--- config.mk ---
export PLATFORM = sky130hd
export DESIGN_NAME = lpt_pattern_unit
export DESIGN_NICKNAME = d
export VERILOG_FILES = /design/src/rtl/lpt_pkg.sv /design/src/rtl/lpt_sat_cnt.sv /design/src/rtl/lpt_gen.sv /design/src/rtl/lpt_chk.sv /design/src/rtl/lpt_pattern_unit.sv
export SDC_FILE = /design/constraint.sdc
export NUM_CORES = 1
export LEC_CHECK = 0
export ABC_AREA = 1
export BUFFER_PORTS_ARGS = -buffer_cell sky130_fd_sc_hd__buf_2
export CAP_MARGIN = 10
export CORE_MARGIN = 2
export CORE_UTILIZATION = 25
export CTS_CLUSTER_DIAMETER = 120
export CTS_CLUSTER_SIZE = 10
export DETAILED_ROUTE_END_ITERATION = 6
export PLACE_DENSITY = 0.37
export SYNTH_ARGS = -nofsm -noshare
export SYNTH_HDL_FRONTEND = slang
export SYNTH_SLANG_ARGS = --single-unit
--- constraint.sdc ---
create_clock -name clk -period 7.81 [get_ports clk]
set_clock_uncertainty 0.2 [all_clocks]
set_input_delay 1.562 -clock clk [delete_from_list [all_inputs] [get_ports clk]]
set_output_delay 1.562 -clock clk [all_outputs]
set_load 0.02 [all_outputs]
--- src/rtl/lpt_pkg.sv ---
package lpt_pkg;

    localparam int WORD_W = 32;
    localparam int HIST_W = 2 * WORD_W;
    localparam int LF_RUN = 33;

    typedef logic [WORD_W-1:0] word_t;
    typedef logic [HIST_W-1:0] hist_t;

    typedef enum logic [2:0] {
        PAT_P7  = 3'd0,
        PAT_P15 = 3'd1,
        PAT_P23 = 3'd2,
        PAT_P31 = 3'd3,
        PAT_HF  = 3'd4,
        PAT_LF  = 3'd5
    } pat_e;

    typedef struct packed {
        logic run;
        pat_e pat;
    } run_ctl_t;

    // Unused codes fall back to the alternating pattern.
    function automatic pat_e decode_sel(input logic [2:0] code);
        if (code > 3'd5) return PAT_HF;
        return pat_e'(code);
    endfunction

    // Generator history at start: all ones for the PRBS kinds, zero otherwise.
    function automatic hist_t seed_of(input pat_e p);
        case (p)
            PAT_P7, PAT_P15, PAT_P23, PAT_P31: return '1;
            default:                           return '0;
        endcase
    endfunction

    // h[k] holds the bit k+1 positions before the one being formed.
    function automatic logic tap_bit(input hist_t h, input pat_e p);
        case (p)
            PAT_P7:  return h[6]  ^ h[5];
            PAT_P15: return h[14] ^ h[13];
            PAT_P23: return h[22] ^ h[17];
            PAT_P31: return h[30] ^ h[27];
            PAT_LF:  return ~h[LF_RUN-1];
            default: return ~h[0];
        endcase
    endfunction

    // Forms the next word; the first bit formed lands in the MSB.
    function automatic word_t next_word(input hist_t h_in, input pat_e p);
        hist_t h;
        h = h_in;
        for (int i = 0; i < WORD_W; i++) begin
            h = {h[HIST_W-2:0], tap_bit(h, p)};
        end
        return h[WORD_W-1:0];
    endfunction

endpackage

--- src/rtl/lpt_sat_cnt.sv ---
module lpt_sat_cnt #(
    parameter int W = 16
) (
    input  logic         clk,
    input  logic         rst,
    input  logic         clr_i,
    input  logic         inc_i,
    output logic [W-1:0] cnt_o
);
    localparam logic [W-1:0] TOP = {W{1'b1}};

    logic [W-1:0] cnt_q;

    always_ff @(posedge clk) begin
        if (rst || clr_i) begin
            cnt_q <= '0;
        end else if (inc_i && cnt_q != TOP) begin
            cnt_q <= cnt_q + 1'b1;
        end
    end

    assign cnt_o = cnt_q;
endmodule

--- src/rtl/lpt_gen.sv ---
module lpt_gen
    import lpt_pkg::*;
#(
    parameter int CNT_W = 16
) (
    input  logic             clk,
    input  logic             rst,
    input  logic             load_i,
    input  pat_e             load_pat_i,
    input  logic             run_i,
    input  pat_e             pat_i,
    input  logic             inject_i,
    input  logic             clear_i,
    output word_t            tx_data_o,
    output logic             tx_valid_o,
    output logic [CNT_W-1:0] ins_cnt_o
);
    hist_t hist_q;
    word_t data_q;
    logic  valid_q;
    word_t clean_w;
    word_t flip_w;
    logic  bump;

    assign clean_w = next_word(hist_q, pat_i);
    assign bump    = run_i & inject_i & ~load_i;
    assign flip_w  = {{(WORD_W-1){1'b0}}, bump};

    always_ff @(posedge clk) begin
        if (rst) begin
            hist_q  <= '0;
            data_q  <= '0;
            valid_q <= 1'b0;
        end else if (load_i) begin
            hist_q  <= seed_of(load_pat_i);
            data_q  <= '0;
            valid_q <= 1'b0;
        end else if (run_i) begin
            // The history keeps the clean word; only the output is corrupted.
            hist_q  <= {hist_q[WORD_W-1:0], clean_w};
            data_q  <= clean_w ^ flip_w;
            valid_q <= 1'b1;
        end else begin
            data_q  <= '0;
            valid_q <= 1'b0;
        end
    end

    lpt_sat_cnt #(.W(CNT_W)) u_ins_cnt (
        .clk   (clk),
        .rst   (rst),
        .clr_i (clear_i),
        .inc_i (bump),
        .cnt_o (ins_cnt_o)
    );

    assign tx_data_o  = data_q;
    assign tx_valid_o = valid_q;
endmodule

--- src/rtl/lpt_chk.sv ---
module lpt_chk
    import lpt_pkg::*;
#(
    parameter int CNT_W    = 16,
    parameter int SYNC_RUN = 4
) (
    input  logic             clk,
    input  logic             rst,
    input  logic             restart_i,
    input  pat_e             pat_i,
    input  logic             rx_valid_i,
    input  word_t            rx_data_i,
    input  logic             clear_i,
    output logic             sync_o,
    output logic [CNT_W-1:0] det_cnt_o
);
    localparam int ST_W = (SYNC_RUN > 1) ? $clog2(SYNC_RUN) : 1;
    localparam logic [ST_W-1:0] ST_LAST = ST_W'(SYNC_RUN - 1);

    hist_t          ref_q;
    logic           synced_q;
    logic [ST_W-1:0] streak_q;
    word_t          exp_w;
    logic           miss;
    logic           count_it;

    assign exp_w    = next_word(ref_q, pat_i);
    assign miss     = (rx_data_i != exp_w);
    assign count_it = rx_valid_i & synced_q & miss & ~restart_i;

    always_ff @(posedge clk) begin
        if (rst || restart_i) begin
            ref_q    <= '0;
            synced_q <= 1'b0;
            streak_q <= '0;
        end else if (rx_valid_i) begin
            // Before lock the history follows the line; after lock it runs free.
            ref_q <= {ref_q[WORD_W-1:0], synced_q ? exp_w : rx_data_i};
            if (!synced_q) begin
                if (miss) begin
                    streak_q <= '0;
                end else if (streak_q == ST_LAST) begin
                    synced_q <= 1'b1;
                    streak_q <= '0;
                end else begin
                    streak_q <= streak_q + 1'b1;
                end
            end else begin
                if (!miss) begin
                    streak_q <= '0;
                end else if (streak_q == ST_LAST) begin
                    synced_q <= 1'b0;
                    streak_q <= '0;
                end else begin
                    streak_q <= streak_q + 1'b1;
                end
            end
        end
    end

    lpt_sat_cnt #(.W(CNT_W)) u_det_cnt (
        .clk   (clk),
        .rst   (rst),
        .clr_i (clear_i),
        .inc_i (count_it),
        .cnt_o (det_cnt_o)
    );

    assign sync_o = synced_q;
endmodule

--- src/rtl/lpt_pattern_unit.sv ---
module lpt_pattern_unit
    import lpt_pkg::*;
#(
    parameter int CNT_W    = 16,
    parameter int SYNC_RUN = 4
) (
    input  logic             clk,
    input  logic             rst,
    input  logic             start_i,
    input  logic             stop_i,
    input  logic             clear_i,
    input  logic [2:0]       pat_sel_i,
    input  logic             inject_i,
    output logic [31:0]      tx_data_o,
    output logic             tx_valid_o,
    input  logic [31:0]      rx_data_i,
    input  logic             rx_valid_i,
    output logic             sync_o,
    output logic [CNT_W-1:0] det_errs_o,
    output logic [CNT_W-1:0] ins_errs_o
);
    run_ctl_t ctl_q;
    logic     run_q;
    logic     restart;
    pat_e     new_pat;

    assign restart = start_i & ~stop_i;
    assign new_pat = decode_sel(pat_sel_i);

    always_ff @(posedge clk) begin
        if (rst) begin
            ctl_q <= '{run: 1'b0, pat: PAT_P7};
        end else if (stop_i) begin
            ctl_q.run <= 1'b0;
        end else if (start_i) begin
            ctl_q <= '{run: 1'b1, pat: new_pat};
        end
    end

    assign run_q = ctl_q.run;

    lpt_gen #(.CNT_W(CNT_W)) u_gen (
        .clk        (clk),
        .rst        (rst),
        .load_i     (restart),
        .load_pat_i (new_pat),
        .run_i      (run_q),
        .pat_i      (ctl_q.pat),
        .inject_i   (inject_i),
        .clear_i    (clear_i),
        .tx_data_o  (tx_data_o),
        .tx_valid_o (tx_valid_o),
        .ins_cnt_o  (ins_errs_o)
    );

    lpt_chk #(.CNT_W(CNT_W), .SYNC_RUN(SYNC_RUN)) u_chk (
        .clk        (clk),
        .rst        (rst),
        .restart_i  (restart),
        .pat_i      (ctl_q.pat),
        .rx_valid_i (rx_valid_i),
        .rx_data_i  (rx_data_i),
        .clear_i    (clear_i),
        .sync_o     (sync_o),
        .det_cnt_o  (det_errs_o)
    );
endmodule

# ---- Word level (Yosys, flattened, before mapping)
# Index checks and enable logic that the tools add are counted.
dict set report totals {
  reg_bits 138
  out_inout_bits 66
}
dict set report classes {
  add_sub_neg 3
  magnitude_cmp 1
  n_eq_ne 11
  muxes 81
  n_bitwise 346
  reduce_logical 12
}
# operator n
set ops {}
lappend ops {{case mux 1 bit (5 select lines)} 64}
lappend ops {{XOR 1 bit} 208}
lappend ops {{inverter 1 bit} 131}
lappend ops {{2-to-1 mux 33 bit} 3}
lappend ops {{adder 16 x 1 -> 16 bit (second input constant)} 2}
lappend ops {{2-to-1 mux 32 bit} 1}
lappend ops {{!= test 16 bit (second input constant)} 2}
lappend ops {{!= test 32 bit} 1}
lappend ops {{XOR 32 x 1 -> 32 bit} 1}
lappend ops {{== test 3 x 2 -> 1 bit (second input constant)} 4}
lappend ops {{2-to-1 mux 2 bit} 4}
lappend ops {{2-to-1 mux 1 bit} 7}
lappend ops {{AND 1 bit} 6}
lappend ops {{== test 3 x 1 -> 1 bit (second input constant)} 2}
lappend ops {{logical NOT 3 bit} 2}
lappend ops {{2-to-1 mux 3 bit} 2}
lappend ops {{OR reduction 2 bit} 2}
lappend ops {{OR reduction 4 bit} 1}
lappend ops {{== test 3 bit (second input constant)} 1}
lappend ops {{> comparator 3 bit (second input constant)} 1}
lappend ops {{OR reduction 3 bit} 1}
lappend ops {{adder 2 x 1 -> 2 bit (second input constant)} 1}
lappend ops {{== test 2 bit (second input constant)} 1}
lappend ops {{logical AND 1 bit} 2}
lappend ops {{other kinds (3)} 4}

# ---- Longest topological paths before layout
# Gate-level depths: netlist of run 1.
dict set report depth {
  depth_word 68
  ltp_mapped 34
  depth_no_buf 33
}

# ---- Cells and area by module
# Synthesis of run 1 repeated with hierarchy kept, for this count alone.
dict set report unflattened {
  cells_unflattened 1995
  area_unflattened_um2 12152.9
}
# mod instances cells_each area_per_inst_um2 seq_area_each_um2
set modules_own_cells {}
lappend modules_own_cells {lpt_chk 1 933 5159.9 720.7}
lappend modules_own_cells {lpt_gen 1 735 4901.0 1321.3}
lappend modules_own_cells {{lpt_sat_cnt at u_chk.u_det_cnt} 1 149 950.9 320.3}
lappend modules_own_cells {{lpt_sat_cnt at u_gen.u_ins_cnt} 1 149 948.4 320.3}
lappend modules_own_cells {lpt_pattern_unit 1 29 192.7 80.1}

# ---- Worst setup path after synthesis of run 1
# No wires, ideal clock.
dict set report synth_path {
  path_kind {in2reg}
  start {in start_i}
  end {reg u_gen.u_ins_cnt.cnt_q[14] (netlist: u_gen.u_ins_cnt.cnt_o[14])}
  setup_time_ns 0.070
  arrival_time_ns 3.507
  t_required_ns 7.540
  setup_slack_ns 4.034
  stages 13
  n_path_buf 0
  path_cell_list {inv_1 nor2_1 clkinv_1 nand3_1 a21oi_1 inv_1 nor3_1 nand3_1 nor4_1 nand3_1 nor3_1 o21ai_0 a21oi_1}
}
dict set report synth_between {
  elab_chain_len 4
}
# element line
set synth_rtl {}
lappend synth_rtl {{start: declaration} lpt_pattern_unit.sv:9} ;# input logic start_i,
lappend synth_rtl {{AND 1 bit} lpt_pattern_unit.sv:27} ;# assign restart = start_i & ~stop_i;
lappend synth_rtl {{inverter 1 bit} lpt_gen.sv:26} ;# assign bump = run_i & inject_i & ~load_i;
lappend synth_rtl {{AND 1 bit} lpt_gen.sv:26}
lappend synth_rtl {{logical AND 1 bit} lpt_sat_cnt.sv:17} ;# end else if (inc_i && cnt_q != TOP) begin
lappend synth_rtl {{end signal: assignment} lpt_sat_cnt.sv:18} ;# cnt_q <= cnt_q + 1'b1;
lappend synth_rtl {{end: declaration} lpt_sat_cnt.sv:12} ;# logic [W-1:0] cnt_q;
# No other way between the ends.
# A chain may end at the register's enable or synchronous reset.

# ---- Worst setup path in the final report of run 1
dict set report layout_path {
  start {reg ctl_q[2] (netlist bit)}
  end {reg u_chk.u_det_cnt.cnt_q[4] (netlist: u_chk.u_det_cnt.cnt_o[4])}
}
dict set report layout_between {
  elab_chain_len 68
  word_cells_on_any_way 116
  classes_between {eq/ne (5); mux (32); bitwise (77); reduce/logical (2)}
}
# element line
set layout_rtl {}
lappend layout_rtl {{start: declaration} lpt_pattern_unit.sv:22} ;# run_ctl_t ctl_q;
lappend layout_rtl {{start signal: assignment} lpt_pattern_unit.sv:32} ;# ctl_q <= '{run: 1'b0, pat: PAT_P7};
lappend layout_rtl {{start signal: assignment} lpt_pattern_unit.sv:36} ;# ctl_q <= '{run: 1'b1, pat: new_pat};
lappend layout_rtl {{== test 3 bit, or another cell as far along} lpt_pkg.sv:40} ;# case (p)
lappend layout_rtl {{case mux 1 bit (5 select lines)} lpt_pkg.sv:40}
lappend layout_rtl {{inverter 1 bit} lpt_pkg.sv:46} ;# default: return ~h[0];
lappend layout_rtl {{case mux 1 bit (5 select lines)} lpt_pkg.sv:40}
lappend layout_rtl {{inverter 1 bit} lpt_pkg.sv:46}
lappend layout_rtl {{case mux 1 bit (5 select lines)} lpt_pkg.sv:40}
lappend layout_rtl {{inverter 1 bit} lpt_pkg.sv:46}
lappend layout_rtl {{case mux 1 bit (5 select lines)} lpt_pkg.sv:40}
lappend layout_rtl {{[51 not listed]} n/a}
lappend layout_rtl {{case mux 1 bit (5 select lines)} lpt_pkg.sv:40}
lappend layout_rtl {{inverter 1 bit} lpt_pkg.sv:46}
lappend layout_rtl {{case mux 1 bit (5 select lines)} lpt_pkg.sv:40}
lappend layout_rtl {{inverter 1 bit} lpt_pkg.sv:46}
lappend layout_rtl {{case mux 1 bit (5 select lines)} lpt_pkg.sv:40}
lappend layout_rtl {{!= test 32 bit (*)} lpt_chk.sv:28} ;# assign miss = (rx_data_i != exp_w);
lappend layout_rtl {{AND 1 bit (*) (2 in a row)} lpt_chk.sv:29} ;# assign count_it = rx_valid_i & synced_q & miss & ~restart_i;
lappend layout_rtl {{logical AND 1 bit (*)} lpt_sat_cnt.sv:17}
lappend layout_rtl {{end signal: assignment} lpt_sat_cnt.sv:18}
lappend layout_rtl {{end: declaration} lpt_sat_cnt.sv:12}
# Every way passes the cells marked *; elsewhere a longest branch is shown, timed or not.

==> results.ini, run 1 <==
[logic_synthesis]
avgSynthCellArea_um2 = 6.230
ys_seq_area_share_pct = 24.03
synth_warnings = 0
synth_edf_count = 0
synthFlopType = dfxtp_1
syn_inst = 1845
syn_nets = 1890
async_flop_share_pct = 0
synth_cell_types = 63
syn_area_um2 = 11490
synth-seq-cells = 138

[floorplan]
num_rows = 78
placeableCoreArea_um2 = 45380
num_io_pins = 108
die_w_um = 218.4
die_area_um2 = 47710
initial_utilization_pct = 25.33
die_h_um = 218.4

[clock_network]
clockBufferDepth = 2
cts.clk_slew.worst_paths_ps = 70
cts_setup_buffers = 0
holdBufCountCts = 0
cts_tree = yes
cts_made_buffers = 17
cts.repair.resized = 0
cts_root_buffer = clkbuf_16
clk_latency_ps = 490
cts_sinks = 138
htree_levels = 4

[global_route]
track_usage_pct = 21.66
first_global_vias = 12420
grt_start_max_net_pins = 63
grt_overflow = 0
grt_pass1_wl_mm = 77.70
grt_antenna_before_repair = 0

[worst_setup_path]
cp.arrival_ps = 5940
cp_max_fo = 25
critPathRequiredTime_ps = 8020
critPathLaunchType = flip-flop
critPathCaptureType = flip-flop
critical_path_class = reg2reg

[placed_design]
place_inst = 2454
dpl.hpwl_mm = 37.89
gp_congestion = 0.9205
port_buffers = 107

[sta]
hold_viol = 0
rsz0062_at_grt = false
setup_tns_ps = 0
setup_viol = 0
tightest_slew_ps = 1223
slew_viol_final = 0
slew-limit-headroom_pct = 18.01
fmax_mhz = 174.5
fin_crit_ps = 5731
fin_crit_sh_pct = 73.38

[finish]
n_fill_cell = 5157
mostFrequentLayoutCells = nand2_1 (460), inv_1 (175), a21oi_1 (160)
layout_commonest_cell = nand2_1
final_nets = 1918
antenna_cells = 0
area.growth.synth_to_final_pct = 12.62
post-route-util_pct = 28.53
drive_gt1_share_pct = 15.85
fin_cells = 2486

[route]
firstDrtPassIters = 7
vias = 12760
wl_per_cell_um = 20.64
wirelength_mm = 51.31
drtAntennaViolNets = 0
avgViaCountPerCell = 5.134
route.detailed.drc = 1
drt-initial-drc-count = 1219

[outcome]
status = complete, but fails checks
violations = design-rule violations

[power]
power_leakage_nw = 5.627
vdd_drop_max_mv = 0.1056
power.density_nw_per_um2 = 220.0

[min_path]
hp-class = reg2reg

[flow_run]
drv_cap = 0

==> cell families after synthesis <==
logic type,synth area share [%]
buffers and inverters,11.31
AND/OR/NAND/NOR,38.46
XOR/XNOR,5.029
flip-flops,24.03
AO/OA/AOI/OAI,20.84
adder cells (fa/ha/maj),0.3266
==> power breakdown <==
part	internal, mW	switching [mW]	leakage, nW
combinational	0.338	0.824	4.22
sequential	0.742	0.0830	1.12
clock	0.488	0.372	0.284
==> layer usage <==
layer  GRT usage, %  vias up  wire, um
met5              0        -         0
met4          11.52        0      2276
met2          34.31      470     23520
met1          27.95     5962     22640
met3          3.744      118      2864
li1               -     6214         -
==> cells in the mapped netlist, drive strengths merged (11+ instances only) <==
cell type / count / area [um^2]
a21oi: 169 / 879.6
o21ai: 124 / 620.6
xnor2: 32 / 280.3
nor4: 12 / 75.07
nand3: 165 / 1099
a221oi: 13 / 113.9
nand4: 37 / 231.5
xor2: 34 / 297.8
nor3: 21 / 110.1
inv: 192 / 728.2
nand2: 505 / 2052
a211oi: 25 / 187.7
clkbuf: 61 / 231.5
a311oi: 15 / 131.4
dfxtp: 138 / 2763
buf: 53 / 325.3
nor2: 163 / 686.9
o211ai: 11 / 82.58
==> cell type report <==
| class | count | area (um^2) | area share (%) |
|---|---|---|---|
| clock buffers | 20 | 456.7 | 3.528 |
| clock inverters | 12 | 136.4 | 1.054 |
| multi-input cells | 1397 | 7440 | 57.47 |
| flip-flops and latches | 138 | 2763 | 21.34 |
| repair buffers | 123 | 655.6 | 5.065 |
| inverters | 196 | 743.2 | 5.741 |
| well taps | 600 | 750.7 | 5.799 |
==> flip-flops by register name (all words and copies together), names as in the netlist, named ones only <==
signal	count
ctl_q	3
run_q	1
u_chk.ref_q	33
u_chk.streak_q	2
u_chk.u_det_cnt.cnt_o	16
u_gen.hist_q	33
u_gen.tx_data_o	32
u_gen.tx_valid_o	1
u_gen.u_ins_cnt.cnt_o	16
==> worst paths after layout <==
kind	startpoint	endpoint	slack [ps]	cells past startpoint
setup / recovery	ctl_q[2]$_SDFFE_PP0P_	u_chk.u_det_cnt.cnt_o[4]$_SDFFE_PP0P_	2080	27
hold / removal	u_chk.ref_q[31]$_SDFFE_PP0P_	u_chk.ref_q[31]$_SDFFE_PP0P_	270	2
setup reg to reg	ctl_q[2]$_SDFFE_PP0P_	u_chk.u_det_cnt.cnt_o[4]$_SDFFE_PP0P_	2080	27
hold reg to reg	u_chk.ref_q[31]$_SDFFE_PP0P_	u_chk.ref_q[31]$_SDFFE_PP0P_	270	2
==> metrics by stage <==
stage	area [um^2]	hold WS [ps]	total power [mW]	setup WS, ps
floorplan	11490	231.6	1.645	4034
global placement	12350	253.6	1.998	2315
detailed placement	12350	261.5	1.984	2198
CTS	12940	271.8	2.863	2171
global route	12940	300.7	3.030	1592
finish	12940	267.6	2.847	2079
==> worst max-delay path: stages, from the launching register on <==
cell	delay [ps]
dfxtp_1	430
buf_4	260
inv_2	260
nand3_4	360
inv_1	950
nand2_1	170
o2111a_1	220
nand3_2	170
nand2_1	100
nand3_1	130
nand3_2	160
nand2_1	200
nand3_2	130
nand3_2	150
nand2_1	70
nand3_1	140
nand2_1	70
inv_1	100
nand3_1	60
nand3_1	140
nand3_1	100
nand2_1	100
nand2_1	50
inv_1	110
nand3_4	240
nand3_4	310
nand2_1	90
a21oi_1	140
No activity file was read; power rests on OpenSTA's default activity.
==> run 2: changes to the inputs <==
--- a/config.mk
+++ b/config.mk
@@ -13,7 +13,7 @@
 export CTS_CLUSTER_DIAMETER = 120
 export CTS_CLUSTER_SIZE = 10
 export DETAILED_ROUTE_END_ITERATION = 6
-export PLACE_DENSITY = 0.37
+export PLACE_DENSITY = 0.39
 export SYNTH_ARGS = -nofsm -noshare
 export SYNTH_HDL_FRONTEND = slang
 export SYNTH_SLANG_ARGS = --single-unit
==> constraint.sdc (replaced) <==
create_clock -name clk -period 5.19 [get_ports clk]
set_clock_uncertainty 0.2 [all_clocks]
set_input_delay 1.038 -clock clk [delete_from_list [all_inputs] [get_ports clk]]
set_output_delay 1.038 -clock clk [all_outputs]
set_load 0.02 [all_outputs]
==> run 2 against run 1 <==
  * The run now ends clean
  * Sequential cell count unchanged
  * Critical path type unchanged
  * Sequential share of layout area decreased by 0.44 points
  * Via count is 0.39% higher
  * Critical path depth is 3 lower
==> results.ini, run 2 (synthesized netlist as in run 1, its figures left out) <==
[power]
power_leakage_nw = 5.797
clockPowerShare_pct = 30.3
power.density_nw_per_um2 = 332.2
p_comb_share_pct = 42.0
p_seq_share_pct = 27.8
vdd_drop_max_mv = 0.1728
swShare_pct = 44.08
power.net_switching_mw = 1.935
internal-power_mw = 2.455

[finish]
antenna_cells = 0
n_fill_cell = 5243
area.growth.synth_to_final_pct = 14.98
layout_commonest_cell = nand2_1
seq_area_um2 = 2763
final_nets = 1951
drive_gt1_share_pct = 17.16
post-route-util_pct = 29.12
fin_cells = 2517
mostFrequentLayoutCells = nand2_1 (460), inv_1 (175), a21oi_1 (160)
multi_input_area_um2 = 7440
stdcell_area_um2 = 13220

[route]
firstDrtPassIters = 6
route.detailed.drc = 0
vias = 12810
drt-initial-drc-count = 1123
wirelength_mm = 51.57
drtAntennaViolNets = 0
avgViaCountPerCell = 5.091
wl_per_cell_um = 20.49

[placed_design]
place_inst = 2487
gp_congestion = 0.9385
port_buffers = 107
place_area_um2 = 12610
dpl.hpwl_mm = 39.22

[clock_network]
cts_root_buffer = clkbuf_16
cts_setup_buffers = 0
clk_latency_ps = 480
holdBufCountCts = 0
clockBufferDepth = 2
cts_made_buffers = 17
cts_tree = yes
cts.clk_slew.worst_paths_ps = 70
htree_levels = 4
cts.repair.resized = 0
cts_sinks = 138

[worst_setup_path]
critPathMaxStageDelay_ps = 590
reg2reg_slack_ps = 310
critPathMostFrequentCell = nand2_1
crit_slowest_cell = dfxtp_1
critPathRequiredTime_ps = 5300
critical_path_class = reg2reg
r2r_cells = 24
critPathLaunchType = flip-flop
cp_max_fo = 7
critPathBufInv = 1
r2r-start = ctl_q[0]$_SDFFE_PP0P_
r2r-end = u_gen.tx_data_o[0]$_SDFF_PP0_
crit_chain = nor2_2, nand2_1, buf_4, nor2_1, nor3_1, nand2_2, xor2_1, nand2_1, a21oi_2, xor2_1, or2_2, nand2_2, xnor2_1, nand2_1, nand2_1, nand2_2, nand2_1, nand3_1, nand2_1, nand3_1, nand3_1, nand3_1, nand2_1, a21oi_1
worst_path_dominant_cell_family = simple AND/OR/NAND/NOR gates
cp.arrival_ps = 5000
critPathCaptureType = flip-flop

[floorplan]
die_w_um = 218.4
initial_utilization_pct = 25.33
die_area_um2 = 47710
num_rows = 78
die_h_um = 218.4
placeableCoreArea_um2 = 45380
num_io_pins = 108

[sta]
setup_tns_ps = 0
hold_viol = 0
slew-limit-headroom_pct = 26.87
setup_viol = 0
whs_ps = 267.5
fin_crit_ps = 4884
fmax_mhz = 204.7
fin_crit_sh_pct = 94.11
rsz0062_at_grt = false
tightest_slew_ps = 1091
slew_viol_final = 0

[min_path]
min_delay_path_depth = 2
whs_endpoint = u_chk.ref_q[31]$_SDFFE_PP0P_
hp-class = reg2reg
hold_start = u_chk.ref_q[31]$_SDFFE_PP0P_

[global_route]
first_global_vias = 12670
grt_start_max_net_pins = 45
grt_overflow = 0
track_usage_pct = 21.91
grt_antenna_before_repair = 0
grt_pass1_wl_mm = 78.63

[flow_run]
drv_cap = 0

[outcome]
status = finished, final reports clean

-- run 2: cell count changes in the layout (fill, tap and decap cells not counted), sizes merged --
cell | before | now
buf | 123 | 156
bufinv | 2 | 4
clkbuf | 20 | 19
clkinv | 7 | 8
clkinvlp | 3 | 2
inv | 196 | 193
-- run 2: worst max path at each step --
stage,from,end,slack [ps],cells past startpoint
global route,ctl_q[0]$_SDFFE_PP0P_,u_chk.u_det_cnt.cnt_o[15]$_SDFFE_PP0P_,20,27
detailed placement,ctl_q[0]$_SDFFE_PP0P_,u_gen.tx_data_o[0]$_SDFF_PP0_,500,23
finish,ctl_q[0]$_SDFFE_PP0P_,u_gen.tx_data_o[0]$_SDFF_PP0_,310,24
floorplan,u_gen.hist_q[6]$_SDFFE_PP0P_,u_gen.tx_data_o[0]$_SDFF_PP0_,1780,23
global placement,ctl_q[0]$_SDFFE_PP0P_,u_gen.hist_q[1]$_SDFFE_PP0P_,440,22
CTS,ctl_q[0]$_SDFFE_PP0P_,u_gen.tx_data_o[0]$_SDFF_PP0_,470,23
-- run 2: through the flow --
step	setup WS (ps)	power [mW]
5_1_grt	24.43	4.680
4_1_cts	473.8	4.416
6_report	305.7	4.391
3_3_place_gp	437.5	3.072
2_1_floorplan	1784	2.475
3_5_place_dp	498.6	3.056
-- run 2: final cells by class --
cell class	count	area share, %
inverters	196	5.623
repair buffers	156	6.930
well taps	600	5.680
multi-input cells	1397	56.29
clock buffers	19	3.276
flip-flops and latches	138	20.90
clock inverters	11	1.297
-- run 2: metal layers --
metal  GRT usage [%]  vias up  part of all wire, %
met5               0        -                    0
met4           8.594        0                  3.2
met3           4.593       85                  5.0
met2           35.63      369                   46
met1           28.18     6086                   45
li1                -     6274                    -
-- run 2: worst min-delay path, delay by kind of cell, from the launching register on --
family / cells / cell delay (ps)
AND/OR/NAND/NOR: 1 / 60
AO/OA/AOI/OAI: 1 / 50
flip-flops: 1 / 310
-- run 2: power by group through the flow --
stage               logic [mW]  clock network (mW)  registers [mW]
finish                    1.84                1.33            1.22
global route              2.04                1.41            1.22
CTS                       1.83                1.38            1.21
detailed placement        1.82                   0            1.24
global placement          1.83                   0            1.24
floorplan                 1.29                   0            1.18
